[config.mk]
export PLATFORM = sky130hd
export DESIGN_NAME = cmix_regfile
export DESIGN_NICKNAME = d
export VERILOG_FILES = /design/src/rtl/cmix_pkg.sv /design/src/rtl/cmix_decode.sv /design/src/rtl/cmix_wpolicy.sv /design/src/rtl/cmix_bank.sv /design/src/rtl/cmix_regfile.sv
export SDC_FILE = /design/constraint.sdc
export NUM_CORES = 1
export LEC_CHECK = 0
export BUFFER_PORTS_ARGS = -buffer_cell sky130_fd_sc_hd__buf_2
export CORE_MARGIN = 2
export CORE_UTILIZATION = 38
export DETAILED_ROUTE_END_ITERATION = 8
export GPL_TIMING_DRIVEN = 0
export PLACE_DENSITY = 0.54
export SYNTH_ARGS = -nofsm -noshare
export SYNTH_HDL_FRONTEND = slang
export SYNTH_SLANG_ARGS = --single-unit
[constraint.sdc]
create_clock -name clk -period 2.25 [get_ports clk]
set_input_delay 0.1125 -clock clk [delete_from_list [all_inputs] [get_ports clk]]
set_output_delay 0.1125 -clock clk [all_outputs]
set_load 0.01 [all_outputs]
[src/rtl/cmix_pkg.sv]
package cmix_pkg;

    parameter int unsigned DW = 16;
    parameter int unsigned AW = 7;

    typedef enum logic [3:0] {
        SL_MASTER = 4'd0,
        SL_PCMOUT = 4'd1,
        SL_CAPSEL = 4'd2,
        SL_CAPGN  = 4'd3,
        SL_PWR    = 4'd4,
        SL_XCAP   = 4'd5,
        SL_XCTL   = 4'd6,
        SL_DAC    = 4'd7,
        SL_ADC    = 4'd8,
        SL_MIC    = 4'd9,
        SL_ID0    = 4'd10,
        SL_ID1    = 4'd11,
        SL_SRST   = 4'd12,
        SL_NONE   = 4'd13
    } slot_e;

    localparam int unsigned NSLOT = 12;
    localparam int unsigned IW    = $clog2(NSLOT);

    // extended control enable bits
    localparam int unsigned XCTL_RATE_EN = 0;
    localparam int unsigned XCTL_MIC_EN  = 3;

    // power-down word: bits dropped from write data, bits held from storage
    localparam logic [DW-1:0] PWR_DROP = 16'h800F;
    localparam logic [DW-1:0] PWR_HOLD = 16'h000F;

    localparam logic [DW-1:0] RATE_DEFAULT = 16'hBB80;

    typedef struct packed {
        logic            en;
        logic [IW-1:0]   idx;
        logic [DW-1:0]   val;
    } wr_op_t;

    function automatic slot_e decode_addr(input logic [AW-1:0] even_addr);
        slot_e s;
        case (even_addr)
            7'h00:   s = SL_SRST;
            7'h02:   s = SL_MASTER;
            7'h18:   s = SL_PCMOUT;
            7'h1A:   s = SL_CAPSEL;
            7'h1C:   s = SL_CAPGN;
            7'h26:   s = SL_PWR;
            7'h28:   s = SL_XCAP;
            7'h2A:   s = SL_XCTL;
            7'h2C:   s = SL_DAC;
            7'h32:   s = SL_ADC;
            7'h34:   s = SL_MIC;
            7'h7C:   s = SL_ID0;
            7'h7E:   s = SL_ID1;
            default: s = SL_NONE;
        endcase
        return s;
    endfunction

    function automatic logic [DW-1:0] reset_value(input int unsigned idx);
        logic [DW-1:0] v;
        case (idx)
            0:       v = 16'h8000;
            1:       v = 16'h8808;
            2:       v = 16'h0000;
            3:       v = 16'h8000;
            4:       v = 16'h000F;
            5:       v = 16'h0009;
            6:       v = 16'h0000;
            7, 8, 9: v = RATE_DEFAULT;
            10:      v = 16'h5A4B;
            11:      v = 16'h3041;
            default: v = '0;
        endcase
        return v;
    endfunction

endpackage

[src/rtl/cmix_decode.sv]
module cmix_decode
    import cmix_pkg::*;
(
    input  logic [AW-1:0] addr,
    output slot_e         slot
);
    logic [AW-1:0] even_addr;

    always_comb begin
        even_addr = addr & ~{{(AW-1){1'b0}}, 1'b1};
        slot      = decode_addr(even_addr);
    end
endmodule

[src/rtl/cmix_wpolicy.sv]
module cmix_wpolicy
    import cmix_pkg::*;
(
    input  logic          wr_en,
    input  slot_e         slot,
    input  logic [DW-1:0] wdata,
    input  logic [DW-1:0] pwr_cur,
    input  logic [DW-1:0] xctl_cur,
    output logic          soft_rst,
    output wr_op_t        op
);
    always_comb begin
        soft_rst = wr_en && (slot == SL_SRST);
        op.en    = 1'b0;
        op.idx   = '0;
        op.val   = wdata;
        if (wr_en) begin
            case (slot)
                SL_MASTER, SL_PCMOUT, SL_CAPSEL, SL_CAPGN, SL_XCAP, SL_XCTL: begin
                    op.en  = 1'b1;
                    op.idx = IW'(slot);
                end
                SL_PWR: begin
                    op.en  = 1'b1;
                    op.idx = IW'(slot);
                    op.val = (wdata & ~PWR_DROP) | (pwr_cur & PWR_HOLD);
                end
                SL_DAC, SL_ADC: begin
                    op.en  = xctl_cur[XCTL_RATE_EN];
                    op.idx = IW'(slot);
                end
                SL_MIC: begin
                    op.en  = xctl_cur[XCTL_MIC_EN];
                    op.idx = IW'(slot);
                end
                default: op.en = 1'b0;
            endcase
        end
    end
endmodule

[src/rtl/cmix_bank.sv]
module cmix_bank
    import cmix_pkg::*;
#(
    parameter int unsigned N = NSLOT
) (
    input  logic                 clk,
    input  logic                 rst,
    input  logic                 soft_rst,
    input  wr_op_t               op,
    output logic [N-1:0][DW-1:0] regs
);
    for (genvar i = 0; i < N; i++) begin : g_word
        localparam logic [DW-1:0] DEF = reset_value(i);
        always_ff @(posedge clk) begin
            if (rst || soft_rst) begin
                regs[i] <= DEF;
            end else if (op.en && (op.idx == IW'(i))) begin
                regs[i] <= op.val;
            end
        end

        AST_SOFT_DEFAULTS: assert property (@(posedge clk) disable iff (rst)
            soft_rst |=> regs[i] == DEF) else $error("soft reset default");
    end
endmodule

[src/rtl/cmix_regfile.sv]
module cmix_regfile
    import cmix_pkg::*;
(
    input  logic          clk,
    input  logic          rst,
    input  logic          wr_en,
    input  logic [6:0]    addr,
    input  logic [15:0]   wdata,
    output logic [15:0]   rdata,
    output logic [15:0]   dac_rate,
    output logic [15:0]   adc_rate,
    output logic [15:0]   mic_rate
);
    slot_e                     slot;
    logic                      soft_rst;
    wr_op_t                    op;
    logic [NSLOT-1:0][DW-1:0]  regs;

    cmix_decode u_dec (
        .addr (addr),
        .slot (slot)
    );

    cmix_wpolicy u_pol (
        .wr_en    (wr_en),
        .slot     (slot),
        .wdata    (wdata),
        .pwr_cur  (regs[SL_PWR]),
        .xctl_cur (regs[SL_XCTL]),
        .soft_rst (soft_rst),
        .op       (op)
    );

    cmix_bank #(.N(NSLOT)) u_bank (
        .clk      (clk),
        .rst      (rst),
        .soft_rst (soft_rst),
        .op       (op),
        .regs     (regs)
    );

    always_comb begin
        if (int'(slot) < NSLOT) rdata = regs[IW'(slot)];
        else                    rdata = '0;
    end

    assign dac_rate = regs[SL_DAC];
    assign adc_rate = regs[SL_ADC];
    assign mic_rate = regs[SL_MIC];

    AST_PWR_STATUS_HELD: assert property (@(posedge clk) disable iff (rst)
        (wr_en && slot == SL_PWR) |=> (regs[SL_PWR][3:0] == $past(regs[SL_PWR][3:0])) && !regs[SL_PWR][15])
        else $error("power status nibble changed");
    AST_DAC_GATED: assert property (@(posedge clk) disable iff (rst)
        (wr_en && slot == SL_DAC && !regs[SL_XCTL][XCTL_RATE_EN]) |=> $stable(dac_rate))
        else $error("dac rate written while disabled");
    AST_ADC_GATED: assert property (@(posedge clk) disable iff (rst)
        (wr_en && slot == SL_ADC && !regs[SL_XCTL][XCTL_RATE_EN]) |=> $stable(adc_rate))
        else $error("adc rate written while disabled");
    AST_MIC_GATED: assert property (@(posedge clk) disable iff (rst)
        (wr_en && slot == SL_MIC && !regs[SL_XCTL][XCTL_MIC_EN]) |=> $stable(mic_rate))
        else $error("mic rate written while disabled");
    AST_ID_CONST: assert property (@(posedge clk) disable iff (rst)
        $stable(regs[SL_ID0]) && $stable(regs[SL_ID1]))
        else $error("identification word changed");
endmodule

==> flow_summary.html, run 1 <==
<table>
<tr><th>Metric</th><th>Value</th></tr>
<tr><th colspan="2">Synthesis</th></tr>
<tr><td>Number of synthesis warnings</td><td>0</td></tr>
<tr><td>Sequential element share of the synthesized area</td><td>42.9%</td></tr>
<tr><td>Syn Std Cell Area</td><td>8960 µm²</td></tr>
<tr><td>Cells after Synth</td><td>1,006</td></tr>
<tr><td>Async set or reset register ratio after synthesis</td><td>0%</td></tr>
<tr><td>Synth Net Count</td><td>1,032</td></tr>
<tr><td>Avg Cell Area, Syn</td><td>8.90 µm²</td></tr>
<tr><td>Seq cells post-synth</td><td>192</td></tr>
<tr><td>Number of distinct standard cells referenced by the synthesized netlist</td><td>66</td></tr>
<tr><td>Primary FF master, synth</td><td>sky130_fd_sc_hd__dfxtp_1</td></tr>
<tr><td>Number of enable-type register cells in the synthesized netlist</td><td>0</td></tr>
<tr><th colspan="2">Floorplan</th></tr>
<tr><td>Die X</td><td>158 µm</td></tr>
<tr><td>Starting density of the core</td><td>38.4%</td></tr>
<tr><td>Vertical die dimension</td><td>158 µm</td></tr>
<tr><td>Core area</td><td>23,300 µm²</td></tr>
<tr><td>Standard-cell rows</td><td>56</td></tr>
<tr><td>Number of primary I/O pins</td><td>90</td></tr>
<tr><td>Total Die Area</td><td>24,800 µm²</td></tr>
<tr><th colspan="2">Status</th></tr>
<tr><td>Outcome</td><td>finished, violations left</td></tr>
<tr><td>Failing checks</td><td>setup timing</td></tr>
<tr><th colspan="2">Clock network</th></tr>
<tr><td>Cts bufs inserted</td><td>17</td></tr>
<tr><td>Max H-tree Level</td><td>4</td></tr>
<tr><td>CTS Root Cell</td><td>sky130_fd_sc_hd__clkbuf_16</td></tr>
<tr><td>Clock net sink count</td><td>192</td></tr>
<tr><td>Register clock-pin slew on the reported worst setup and hold paths</td><td>0.07 ns</td></tr>
<tr><td>Clock tree from TritonCTS</td><td>built</td></tr>
<tr><td>Clock latency of the later-clocked register in the worst-skew pair</td><td>0.45 ns</td></tr>
<tr><td>Max Buffers Root-to-Sink</td><td>2</td></tr>
<tr><th colspan="2">STA</th></tr>
<tr><td>Time the worst path needs with I/O delays and setup</td><td>2.32 ns</td></tr>
<tr><td>Post-route worst hold slack</td><td>0.0156 ns</td></tr>
<tr><td>Max_slew headroom</td><td>43.5%</td></tr>
<tr><td>Worst path setup slack after routing</td><td>-0.0679 ns</td></tr>
<tr><td>Final worst clock skew</td><td>0.00640 ns</td></tr>
<tr><td>Count of final hold-check violations</td><td>0</td></tr>
<tr><td>Worst slew pin tran</td><td>0.830 ns</td></tr>
<tr><td>Max-slew violations</td><td>0</td></tr>
<tr><td>Maximum clock rate</td><td>431 MHz</td></tr>
<tr><td>Setup_tns</td><td>-0.240 ns</td></tr>
<tr><td>Setup repair after global routing missed its margin</td><td>true</td></tr>
<tr><td>Final clock period utilization by the worst path</td><td>103%</td></tr>
<tr><td>Setup violation total in the final timing report</td><td>8</td></tr>
<tr><th colspan="2">Worst setup path</th></tr>
<tr><td>Worst endpoint data arrival time</td><td>2.21 ns</td></tr>
<tr><td>Element type at the critical path start</td><td>primary input</td></tr>
<tr><td>Crit-path max FO</td><td>7</td></tr>
<tr><td>Kind of end point of the critical path</td><td>output pin</td></tr>
<tr><td>Worst path required time</td><td>2.14 ns</td></tr>
<tr><td>Crit path kind</td><td>in2out</td></tr>
<tr><th colspan="2">Final layout</th></tr>
<tr><td>Filler cells</td><td>2,207</td></tr>
<tr><td>Post-route core utilization</td><td>50.7%</td></tr>
<tr><td>Max FFs per register</td><td>192</td></tr>
<tr><td>Layout Cells excl Fill</td><td>1,493</td></tr>
<tr><td>Total number of nets in the final design</td><td>1,187</td></tr>
<tr><td>Leading cell types in the layout, fill and taps excluded</td><td>sky130_fd_sc_hd__dfxtp_1 (192), sky130_fd_sc_hd__nor2_1 (169), sky130_fd_sc_hd__mux2i_1 (116)</td></tr>
<tr><td>Antenna Diode Count</td><td>0</td></tr>
<tr><td>Multi-input combinational cell area</td><td>4930 µm²</td></tr>
<tr><td>Most flops, register</td><td>u_bank.regs</td></tr>
<tr><td>Final Cell Area</td><td>11,800 µm²</td></tr>
<tr><td>Fraction of final layout cells with drive strength greater than 1</td><td>30.5%</td></tr>
<tr><td>Biggest registers after layout</td><td>u_bank.regs: 192 flops</td></tr>
<tr><td>Synth-to-layout area growth</td><td>32.1%</td></tr>
<tr><td>Most frequent standard cell in the layout excluding fill and tap cells</td><td>sky130_fd_sc_hd__dfxtp_1</td></tr>
<tr><td>Storage element area</td><td>3840 µm²</td></tr>
<tr><th colspan="2">Route</th></tr>
<tr><td>Number of vias in the routed layout</td><td>8,026</td></tr>
<tr><td>Number of DRC markers after the initial detailed-route iteration</td><td>613</td></tr>
<tr><td>Number of DRC violations after detailed routing</td><td>0</td></tr>
<tr><td>Via count normalized by instance count</td><td>5.38</td></tr>
<tr><td>Detailed-route wire length</td><td>31.7 mm</td></tr>
<tr><td>Antenna-violating nets left</td><td>0</td></tr>
<tr><td>DRT Pass-1 Iters</td><td>5</td></tr>
<tr><td>Post-DR wirelength/cell</td><td>21.2 µm</td></tr>
<tr><th colspan="2">Power and ir drop</th></tr>
<tr><td>Total power divided by cell area</td><td>634 nW/µm²</td></tr>
<tr><td>Max IR drop VDD</td><td>0.501 mV</td></tr>
<tr><td>Static leakage power</td><td>4.70 nW</td></tr>
<tr><td>Final Power</td><td>7.50 mW</td></tr>
<tr><th colspan="2">Placed design</th></tr>
<tr><td>Detailed placer's ending HPWL</td><td>21.2 mm</td></tr>
<tr><td>Final RePlAce weighted congestion</td><td>0.915</td></tr>
<tr><td>Total cell area at the placement stage</td><td>9740 µm²</td></tr>
<tr><td>Post-placement cell count</td><td>1,401</td></tr>
<tr><td>Number of I/O port buffers</td><td>76</td></tr>
<tr><td>Setup slack after placement</td><td>-1.07 ns</td></tr>
<tr><th colspan="2">GRT</th></tr>
<tr><td>Total global routing overflow</td><td>0</td></tr>
<tr><td>Initial antenna violation count</td><td>0</td></tr>
<tr><td>Global-route wire length before repair</td><td>46.8 mm</td></tr>
<tr><td>Number of global-route vias before repair</td><td>7,586</td></tr>
<tr><td>Total global routing track utilization</td><td>25.6%</td></tr>
<tr><td>Pin count of the biggest net entering global routing</td><td>19</td></tr>
<tr><th colspan="2">Hold path</th></tr>
<tr><td>Class of the worst hold path</td><td>in2reg</td></tr>
<tr><th colspan="2">Run</th></tr>
<tr><td>Maximum capacitance violations</td><td>0</td></tr>
</table>
==> kinds of logic (layout without fill, tap and decap cells) <==
| family | count (synthesis) | after routing | synth area share (%) |
|---|---|---|---|
| flip-flops | 192 | 192 | 42.9 |
| XOR/XNOR | 3 | 3 | 0.293 |
| AO/OA/AOI/OAI | 210 | 210 | 17.3 |
| AND/OR/NAND/NOR | 334 | 334 | 16.8 |
| buffers and inverters | 144 | 312 | 8.84 |
| multiplexers | 123 | 123 | 13.8 |
==> path summary, 6_finish.rpt <==
kind,startpoint,end,slack (ns),cells after the start
hold / removal,wdata[6],u_bank.regs[54],0.02,3
setup / recovery,addr[2],rdata[4],-0.07,12
hold reg to reg,u_bank.regs[163],u_bank.regs[163],0.44,1
setup reg to reg,u_bank.regs[96],u_bank.regs[31],0.21,7
==> timing repair <==
action,4_1_cts,5_1_grt
pin swaps,27,41
hold buffers,1,0
hold endpoints to repair,1,0
setup buffers,37,22
setup endpoints to repair,152,154
cloned,3,0
gates resized for setup,170,66
==> per-layer routing <==
metal | share of wire [%] | up-vias | routed length [µm] | GRT usage, %
li1 | - | 3826 | - | -
met1 | 45 | 3824 | 14100 | 33.9
met2 | 46 | 306 | 14500 | 41.5
met3 | 6.0 | 70 | 1890 | 4.16
met4 | 3.8 | 0 | 1210 | 10.4
met5 | 0 | - | 0 | 0
==> area by class of cell <==
class,count,share of cell area [%]
repair buffers,139,8.68
well taps,319,3.37
inverters,5,0.190
plain buffers,136,8.50
clock inverters,14,1.47
multi-input cells,670,41.7
flip-flops and latches,192,32.5
clock buffers,18,3.63
==> Yosys cell counts, drive strengths merged (2+ instances only) <==
cell	instances	share of area, %
xnor2	2	0.20
a222oi	12	1.3
nor3	5	0.28
o21ai	21	1.2
o22ai	32	2.2
o31a	13	1.3
o211ai	5	0.42
and3	2	0.14
a211oi	23	2.1
a21oi	37	2.1
a221oi	2	0.27
nand3	26	1.5
and2	31	2.2
buf	83	6.3
dfxtp	192	43
o32ai	2	0.20
or3	2	0.14
or2	2	0.14
nand4	2	0.14
a311oi	4	0.39
o211a	9	1.0
mux2	3	0.38
o31ai	20	1.7
inv	5	0.21
a31o	2	0.20
clkbuf	56	2.3
nor2b	6	0.42
nand2	49	2.1
mux2i	120	13
a221o	2	0.22
a2111oi	8	0.99
nor2	176	7.4
nand2b	20	1.4
o22a	2	0.20
a31oi	2	0.14
nor4	7	0.49
==> critical path, stage by stage <==
cell                      delay (ns)
sky130_fd_sc_hd__buf_8          0.11
sky130_fd_sc_hd__buf_12         0.14
sky130_fd_sc_hd__buf_4          0.15
sky130_fd_sc_hd__xor2_4         0.19
sky130_fd_sc_hd__a22oi_2        0.21
sky130_fd_sc_hd__buf_4          0.17
sky130_fd_sc_hd__buf_6          0.12
sky130_fd_sc_hd__buf_8          0.14
sky130_fd_sc_hd__o22ai_2        0.09
sky130_fd_sc_hd__o31a_1         0.36
sky130_fd_sc_hd__nor4_4         0.22
sky130_fd_sc_hd__buf_2          0.19
==> power by group <==
group	switching (mW)	leakage, nW	internal, mW
Combinational	0.565	2.86	0.373
Clock	1.47	0.290	1.68
Sequential	0.00830	1.55	3.41
Total	2.04	4.70	5.46
No activity file was read; power rests on OpenSTA's default activity.
==> inputs of run 2 (changes only) <==
--- a/config.mk
+++ b/config.mk
@@ -10,6 +10,7 @@
 export CORE_UTILIZATION = 38
 export DETAILED_ROUTE_END_ITERATION = 8
 export GPL_TIMING_DRIVEN = 0
+export MAX_ROUTING_LAYER = met4
 export PLACE_DENSITY = 0.54
 export SYNTH_ARGS = -nofsm -noshare
 export SYNTH_HDL_FRONTEND = slang
==> run 2 against run 1 <==
Effect of this change:
- the run still ends with setup timing left
- first-iteration DRC count rose by 4.7%
- worst hold slack got worse by 0.010 ns
- die area did not move
- non-clock buffer count fell by 1
- power fell by 1.0%
==> flow_summary.html, run 2 (same netlist as run 1, synthesis figures left out) <==
<table>
<tr><th>Metric</th><th>Value</th></tr>
<tr><th colspan="2">Status</th></tr>
<tr><td>Outcome</td><td>finished, violations left</td></tr>
<tr><td>Failing checks</td><td>setup timing</td></tr>
<tr><th colspan="2">GRT</th></tr>
<tr><td>Pin count of the biggest net entering global routing</td><td>21</td></tr>
<tr><td>Number of global-route vias before repair</td><td>7,552</td></tr>
<tr><td>Initial antenna violation count</td><td>0</td></tr>
<tr><td>Total global routing track utilization</td><td>26.1%</td></tr>
<tr><td>Total global routing overflow</td><td>0</td></tr>
<tr><td>Global-route wire length before repair</td><td>46.4 mm</td></tr>
<tr><th colspan="2">Worst setup path</th></tr>
<tr><td>Crit-path max FO</td><td>8</td></tr>
<tr><td>Worst endpoint data arrival time</td><td>2.19 ns</td></tr>
<tr><td>Kind of end point of the critical path</td><td>output pin</td></tr>
<tr><td>Worst path required time</td><td>2.14 ns</td></tr>
<tr><td>Series of cell instances along the critical path</td><td>buf_6 -&gt; buf_12 -&gt; xnor2_4 -&gt; o31a_1 -&gt; o21ai_4 -&gt; buf_6 -&gt; buf_8 -&gt; nor2_1 -&gt; o31a_1 -&gt; nor4_2 -&gt; buf_2</td></tr>
<tr><td>Reg2Reg Setup Slack</td><td>0.14 ns</td></tr>
<tr><td>Crit path largest cell delay</td><td>0.36 ns</td></tr>
<tr><td>CP max stage cell</td><td>sky130_fd_sc_hd__o31a_1</td></tr>
<tr><td>Crit path kind</td><td>in2out</td></tr>
<tr><td>Element type at the critical path start</td><td>primary input</td></tr>
<tr><th colspan="2">Final layout</th></tr>
<tr><td>Most frequent standard cell in the layout excluding fill and tap cells</td><td>sky130_fd_sc_hd__dfxtp_1</td></tr>
<tr><td>Biggest registers after layout</td><td>u_bank.regs: 192 flops</td></tr>
<tr><td>Post-route core utilization</td><td>50.4%</td></tr>
<tr><td>Total number of nets in the final design</td><td>1,186</td></tr>
<tr><td>Most flops, register</td><td>u_bank.regs</td></tr>
<tr><td>Antenna Diode Count</td><td>0</td></tr>
<tr><td>Max FFs per register</td><td>192</td></tr>
<tr><td>Synth-to-layout area growth</td><td>31.3%</td></tr>
<tr><td>Fraction of final layout cells with drive strength greater than 1</td><td>30.8%</td></tr>
<tr><td>Leading cell types in the layout, fill and taps excluded</td><td>sky130_fd_sc_hd__dfxtp_1 (192), sky130_fd_sc_hd__nor2_1 (174), sky130_fd_sc_hd__mux2i_1 (116)</td></tr>
<tr><td>Filler cells</td><td>2,262</td></tr>
<tr><th colspan="2">Clock network</th></tr>
<tr><td>Max Buffers Root-to-Sink</td><td>2</td></tr>
<tr><td>Max H-tree Level</td><td>4</td></tr>
<tr><td>Cts bufs inserted</td><td>17</td></tr>
<tr><td>Register clock-pin slew on the reported worst setup and hold paths</td><td>0.08 ns</td></tr>
<tr><td>Clock net sink count</td><td>192</td></tr>
<tr><td>Clock tree from TritonCTS</td><td>built</td></tr>
<tr><td>Clock latency of the later-clocked register in the worst-skew pair</td><td>0.46 ns</td></tr>
<tr><td>CTS Root Cell</td><td>sky130_fd_sc_hd__clkbuf_16</td></tr>
<tr><th colspan="2">Placed design</th></tr>
<tr><td>Detailed placer's ending HPWL</td><td>21.3 mm</td></tr>
<tr><td>Final RePlAce weighted congestion</td><td>0.908</td></tr>
<tr><td>Number of I/O port buffers</td><td>76</td></tr>
<tr><td>Setup slack after placement</td><td>-1.07 ns</td></tr>
<tr><th colspan="2">Route</th></tr>
<tr><td>Antenna-violating nets left</td><td>0</td></tr>
<tr><td>DRT Pass-1 Iters</td><td>6</td></tr>
<tr><td>Number of vias in the routed layout</td><td>8,080</td></tr>
<tr><td>Detailed-route wire length</td><td>32.0 mm</td></tr>
<tr><td>Post-DR wirelength/cell</td><td>21.5 µm</td></tr>
<tr><td>Number of DRC markers after the initial detailed-route iteration</td><td>642</td></tr>
<tr><td>Via count normalized by instance count</td><td>5.42</td></tr>
<tr><td>Number of DRC violations after detailed routing</td><td>0</td></tr>
<tr><th colspan="2">STA</th></tr>
<tr><td>Setup violation total in the final timing report</td><td>4</td></tr>
<tr><td>Count of final hold-check violations</td><td>0</td></tr>
<tr><td>Max-slew violations</td><td>0</td></tr>
<tr><td>Time the worst path needs with I/O delays and setup</td><td>2.30 ns</td></tr>
<tr><td>Post-route worst hold slack</td><td>0.00524 ns</td></tr>
<tr><td>Max_slew headroom</td><td>48.8%</td></tr>
<tr><td>Worst slew pin tran</td><td>0.753 ns</td></tr>
<tr><td>Worst path setup slack after routing</td><td>-0.0523 ns</td></tr>
<tr><td>Final clock period utilization by the worst path</td><td>102%</td></tr>
<tr><td>Final worst clock skew</td><td>0.00920 ns</td></tr>
<tr><td>Setup repair after global routing missed its margin</td><td>true</td></tr>
<tr><td>Maximum clock rate</td><td>434 MHz</td></tr>
<tr><th colspan="2">Power and ir drop</th></tr>
<tr><td>Max IR drop VDD</td><td>0.455 mV</td></tr>
<tr><td>Total power divided by cell area</td><td>631 nW/µm²</td></tr>
<tr><td>Static leakage power</td><td>4.68 nW</td></tr>
<tr><th colspan="2">Floorplan</th></tr>
<tr><td>Vertical die dimension</td><td>158 µm</td></tr>
<tr><td>Number of primary I/O pins</td><td>90</td></tr>
<tr><td>Standard-cell rows</td><td>56</td></tr>
<tr><td>Core area</td><td>23,300 µm²</td></tr>
<tr><td>Die X</td><td>158 µm</td></tr>
<tr><td>Starting density of the core</td><td>38.4%</td></tr>
<tr><td>Total Die Area</td><td>24,800 µm²</td></tr>
<tr><th colspan="2">Hold path</th></tr>
<tr><td>Class of the worst hold path</td><td>in2reg</td></tr>
<tr><th colspan="2">Run</th></tr>
<tr><td>Maximum capacitance violations</td><td>0</td></tr>
</table>
## run 2: final cells by class
| cell class | instances | area, µm² | area share [%] |
|---|---|---|---|
| clock buffers | 18 | 429 | 3.65 |
| flip-flops and latches | 192 | 3840 | 32.7 |
| multi-input cells | 670 | 4900 | 41.7 |
| inverters | 5 | 22.5 | 0.192 |
| plain buffers | 136 | 1010 | 8.61 |
| well taps | 319 | 399 | 3.39 |
| repair buffers | 138 | 992 | 8.44 |
| clock inverters | 14 | 160 | 1.36 |
## run 2: per-layer routing
layer / GRT usage, % / vias up / part of all wire, %
met5: - / - / 0
met4: 10.9 / 0 / 3.5
met3: 3.94 / 65 / 5.6
met2: 40.6 / 297 / 46
met1: 33.9 / 3901 / 45
li1: - / 3817 / -
## run 2: power by group
group          internal [mW]  switching, mW
clock network           1.50           1.58
registers               3.41        0.00748
logic                  0.362          0.566
total                   5.27           2.15
## run 2: worst max-delay path: cells and delay by family
family	cells	cell delay, ns
compound gates	3	0.94
xor+xnor	1	0.14
simple gates	2	0.31
buf+inv	5	0.69
## run 2: worst paths after layout
| check | start | end | cells after the start |
|---|---|---|---|
| hold reg to reg | u_bank.regs[169] | u_bank.regs[169] | 1 |
| setup / recovery | addr[2] | rdata[0] | 11 |
| setup reg to reg | u_bank.regs[96] | u_bank.regs[29] | 7 |
| hold / removal | wdata[10] | u_bank.regs[58] | 3 |
## run 2: metrics by stage
stage	TNS (ns)	cells	cell area (µm²)	power (mW)
2_1_floorplan	0	1006	8960	3.88
3_3_place_gp	-121.59	1401	9740	4.13
3_5_place_dp	-123.25	1401	9740	4.13
4_1_cts	-0.164	1470	11200	7.35
5_1_grt	-0.438	1492	11800	7.62
6_report	-0.158	1492	11800	7.42
## run 2: timing repair
action | 4_1_cts | 5_1_grt
hold buffers | 2 | 0
setup buffers | 32 | 23
pin swaps | 30 | 48
endpoints found under the setup margin | 145 | 129
gates resized for setup | 149 | 88
hold endpoints to repair | 3 | 0
cloned | 4 | 2
==> inputs of run 3 (changes only) <==
--- a/config.mk
+++ b/config.mk
@@ -12,6 +12,7 @@
 export GPL_TIMING_DRIVEN = 0
 export MAX_ROUTING_LAYER = met4
 export PLACE_DENSITY = 0.54
+export REMOVE_ABC_BUFFERS = 1
 export SYNTH_ARGS = -nofsm -noshare
 export SYNTH_HDL_FRONTEND = slang
 export SYNTH_SLANG_ARGS = --single-unit
==> constraint.sdc (replaced) <==
create_clock -name clk -period 2.1 [get_ports clk]
set_input_delay 0.105 -clock clk [delete_from_list [all_inputs] [get_ports clk]]
set_output_delay 0.105 -clock clk [all_outputs]
set_load 0.01 [all_outputs]
==> run 3 against run 2 <==
Effect of this change:
- the flow still finishes with violations (setup timing)
- non-clock buffer count fell by 94
- combinational power rose by 9.9%
- power rose by 12%
- flip-flop and latch count did not move
- global-route usage fell by 2.0 points
- die area did not move
==> flow_summary.html, run 3 (same netlist as run 1, synthesis figures left out) <==
<table>
<tr><th>Metric</th><th>Value</th></tr>
<tr><th colspan="2">Status</th></tr>
<tr><td>Outcome</td><td>finished, violations left</td></tr>
<tr><td>Failing checks</td><td>setup timing</td></tr>
<tr><th colspan="2">Final layout</th></tr>
<tr><td>Fraction of final layout cells with drive strength greater than 1</td><td>28.3%</td></tr>
<tr><td>Most flops, register</td><td>u_bank.regs</td></tr>
<tr><td>Max FFs per register</td><td>192</td></tr>
<tr><td>Post-route core utilization</td><td>50.0%</td></tr>
<tr><td>Leading cell types in the layout, fill and taps excluded</td><td>sky130_fd_sc_hd__dfxtp_1 (192), sky130_fd_sc_hd__nor2_1 (167), sky130_fd_sc_hd__mux2i_1 (116)</td></tr>
<tr><td>Antenna Diode Count</td><td>0</td></tr>
<tr><td>Synth-to-layout area growth</td><td>30.3%</td></tr>
<tr><td>Layout Cells excl Fill</td><td>1,402</td></tr>
<tr><td>Biggest registers after layout</td><td>u_bank.regs: 192 flops</td></tr>
<tr><td>Total number of nets in the final design</td><td>1,097</td></tr>
<tr><td>Most frequent standard cell in the layout excluding fill and tap cells</td><td>sky130_fd_sc_hd__dfxtp_1</td></tr>
<tr><th colspan="2">STA</th></tr>
<tr><td>Count of final hold-check violations</td><td>0</td></tr>
<tr><td>Max-slew violations</td><td>0</td></tr>
<tr><td>Setup repair after global routing missed its margin</td><td>true</td></tr>
<tr><td>Worst slew pin tran</td><td>0.625 ns</td></tr>
<tr><td>Worst path setup slack after routing</td><td>-0.0800 ns</td></tr>
<tr><td>Final clock period utilization by the worst path</td><td>104%</td></tr>
<tr><td>Time the worst path needs with I/O delays and setup</td><td>2.18 ns</td></tr>
<tr><td>Maximum clock rate</td><td>459 MHz</td></tr>
<tr><td>Max_slew headroom</td><td>58.3%</td></tr>
<tr><td>Final worst clock skew</td><td>0.00892 ns</td></tr>
<tr><td>Setup violation total in the final timing report</td><td>11</td></tr>
<tr><th colspan="2">Clock network</th></tr>
<tr><td>Cts bufs inserted</td><td>17</td></tr>
<tr><td>Register clock-pin slew on the reported worst setup and hold paths</td><td>0.07 ns</td></tr>
<tr><td>CTS Root Cell</td><td>sky130_fd_sc_hd__clkbuf_16</td></tr>
<tr><td>Clock latency of the later-clocked register in the worst-skew pair</td><td>0.43 ns</td></tr>
<tr><td>Clock net sink count</td><td>192</td></tr>
<tr><td>Max H-tree Level</td><td>4</td></tr>
<tr><td>Max Buffers Root-to-Sink</td><td>2</td></tr>
<tr><td>Clock tree from TritonCTS</td><td>built</td></tr>
<tr><th colspan="2">Route</th></tr>
<tr><td>Number of DRC markers after the initial detailed-route iteration</td><td>749</td></tr>
<tr><td>Detailed-route wire length</td><td>30.3 mm</td></tr>
<tr><td>DRT Pass-1 Iters</td><td>7</td></tr>
<tr><td>Antenna-violating nets left</td><td>0</td></tr>
<tr><td>Post-DR wirelength/cell</td><td>21.6 µm</td></tr>
<tr><td>Number of DRC violations after detailed routing</td><td>0</td></tr>
<tr><td>Via count normalized by instance count</td><td>5.60</td></tr>
<tr><td>Number of vias in the routed layout</td><td>7,849</td></tr>
<tr><th colspan="2">Floorplan</th></tr>
<tr><td>Starting density of the core</td><td>38.4%</td></tr>
<tr><td>Standard-cell rows</td><td>56</td></tr>
<tr><td>Die X</td><td>158 µm</td></tr>
<tr><td>Vertical die dimension</td><td>158 µm</td></tr>
<tr><td>Core area</td><td>23,300 µm²</td></tr>
<tr><td>Number of primary I/O pins</td><td>90</td></tr>
<tr><td>Total Die Area</td><td>24,800 µm²</td></tr>
<tr><th colspan="2">Worst setup path</th></tr>
<tr><td>Worst endpoint data arrival time</td><td>2.07 ns</td></tr>
<tr><td>Number of cells on the worst reg-to-reg path</td><td>6</td></tr>
<tr><td>Crit path kind</td><td>in2out</td></tr>
<tr><td>Element type at the critical path start</td><td>primary input</td></tr>
<tr><td>Kind of end point of the critical path</td><td>output pin</td></tr>
<tr><td>Crit path largest cell delay</td><td>0.37 ns</td></tr>
<tr><td>Series of cell instances along the critical path</td><td>buf_16 -&gt; nor4bb_4 -&gt; a22oi_2 -&gt; clkbuf_16 -&gt; o21ai_4 -&gt; buf_6 -&gt; buf_16 -&gt; nor2_2 -&gt; o31a_1 -&gt; nor4_4 -&gt; buf_2</td></tr>
<tr><td>Largest delay share family, worst path</td><td>buffers and inverters</td></tr>
<tr><td>CP max stage cell</td><td>sky130_fd_sc_hd__nor4bb_4</td></tr>
<tr><td>Depth of the critical timing path with buffers and inverters included</td><td>11</td></tr>
<tr><td>Crit-path max FO</td><td>7</td></tr>
<tr><td>Buffers plus inverters on the worst setup path</td><td>5</td></tr>
<tr><td>Dominant cell type by count on the critical path</td><td>sky130_fd_sc_hd__buf_16</td></tr>
<tr><td>Worst path required time</td><td>2.00 ns</td></tr>
<tr><th colspan="2">Run</th></tr>
<tr><td>Maximum capacitance violations</td><td>0</td></tr>
<tr><th colspan="2">Hold path</th></tr>
<tr><td>Class of the worst hold path</td><td>in2reg</td></tr>
<tr><td>Number of cells on the worst hold path</td><td>3</td></tr>
<tr><th colspan="2">Placed design</th></tr>
<tr><td>Detailed placer's ending HPWL</td><td>16.8 mm</td></tr>
<tr><td>Final RePlAce weighted congestion</td><td>0.784</td></tr>
<tr><td>Post-placement cell count</td><td>1,298</td></tr>
<tr><td>Number of I/O port buffers</td><td>88</td></tr>
<tr><th colspan="2">GRT</th></tr>
<tr><td>Number of global-route vias before repair</td><td>7,154</td></tr>
<tr><td>Total global routing overflow</td><td>0</td></tr>
<tr><td>Total global routing track utilization</td><td>24.1%</td></tr>
<tr><td>Pin count of the biggest net entering global routing</td><td>54</td></tr>
<tr><td>Global-route wire length before repair</td><td>43.8 mm</td></tr>
<tr><td>Initial antenna violation count</td><td>0</td></tr>
<tr><th colspan="2">Power and ir drop</th></tr>
<tr><td>Total power divided by cell area</td><td>709 nW/µm²</td></tr>
<tr><td>Static leakage power</td><td>4.51 nW</td></tr>
<tr><td>Max IR drop VDD</td><td>0.516 mV</td></tr>
</table>
==> run 3: area by class of cell <==
class,instances,area [µm²]
Inverter,5,26.3
Sequential cell,192,3840
Clock inverter,12,206
Fill cell,2154,11700
Timing Repair Buffer,180,1760
Multi-Input combinational cell,675,5000
Clock buffer,19,443
Tap cell,319,399
==> run 3: final timing paths <==
check,startpoint,endpoint,slack [ns]
worst max-delay path,addr[6],rdata[3],-0.08
worst min register to register,u_bank.regs[169],u_bank.regs[169],0.44
worst max register to register,u_bank.regs[99],u_bank.regs[150],0.20
worst min-delay path,wdata[7],u_bank.regs[55],0.02
==> run 3: what timing repair did <==
action	CTS	global route
cloned	7	5
hold endpoints to repair	0	0
pin swaps	24	24
resized for setup	96	54
buffers inserted	39	22
setup endpoints to repair	208	56
hold buffers	0	0
==> run 3: power by group <==
part | internal, mW | switching [mW]
Clock | 2.15 | 1.44
Combinational | 0.435 | 0.588
Sequential | 3.65 | 0.00824
==> run 3: through the flow <==
stage	worst slack, ns	power [mW]	area, µm²	setup TNS, ns	hold slack (ns)
2_1_floorplan	-2.28	4.08	8180	-287.82	0.230
3_3_place_gp	-6.68	4.36	9020	-1024.66	0.419
3_5_place_dp	-1.72	4.41	9510	-244.10	0.421
4_1_cts	-0.0879	8.19	11100	-0.416	0.00840
5_1_grt	-0.130	8.54	11700	-1.39	0.0346
6_report	-0.0800	8.28	11700	-0.439	0.0245
==> run 3: worst reg2reg max path, delay by kind of cell, from the launching register on <==
| kind | cells | cell delay (ns) |
|---|---|---|
| muxes | 1 | 0.18 |
| DFF | 1 | 0.45 |
| buffers and inverters | 2 | 0.37 |
| and+or+nand+nor | 2 | 0.52 |
| AOI/OAI and AO/OA | 1 | 0.26 |
==> run 3: metal layers <==
layer / part of all wire [%] / global-route usage (%) / wire, µm
met1: 46 / 32.5 / 13900
met3: 5.3 / 4.02 / 1620
met4: 2.3 / 8.10 / 707
met5: 0 / - / 0
met2: 46 / 36.7 / 14000
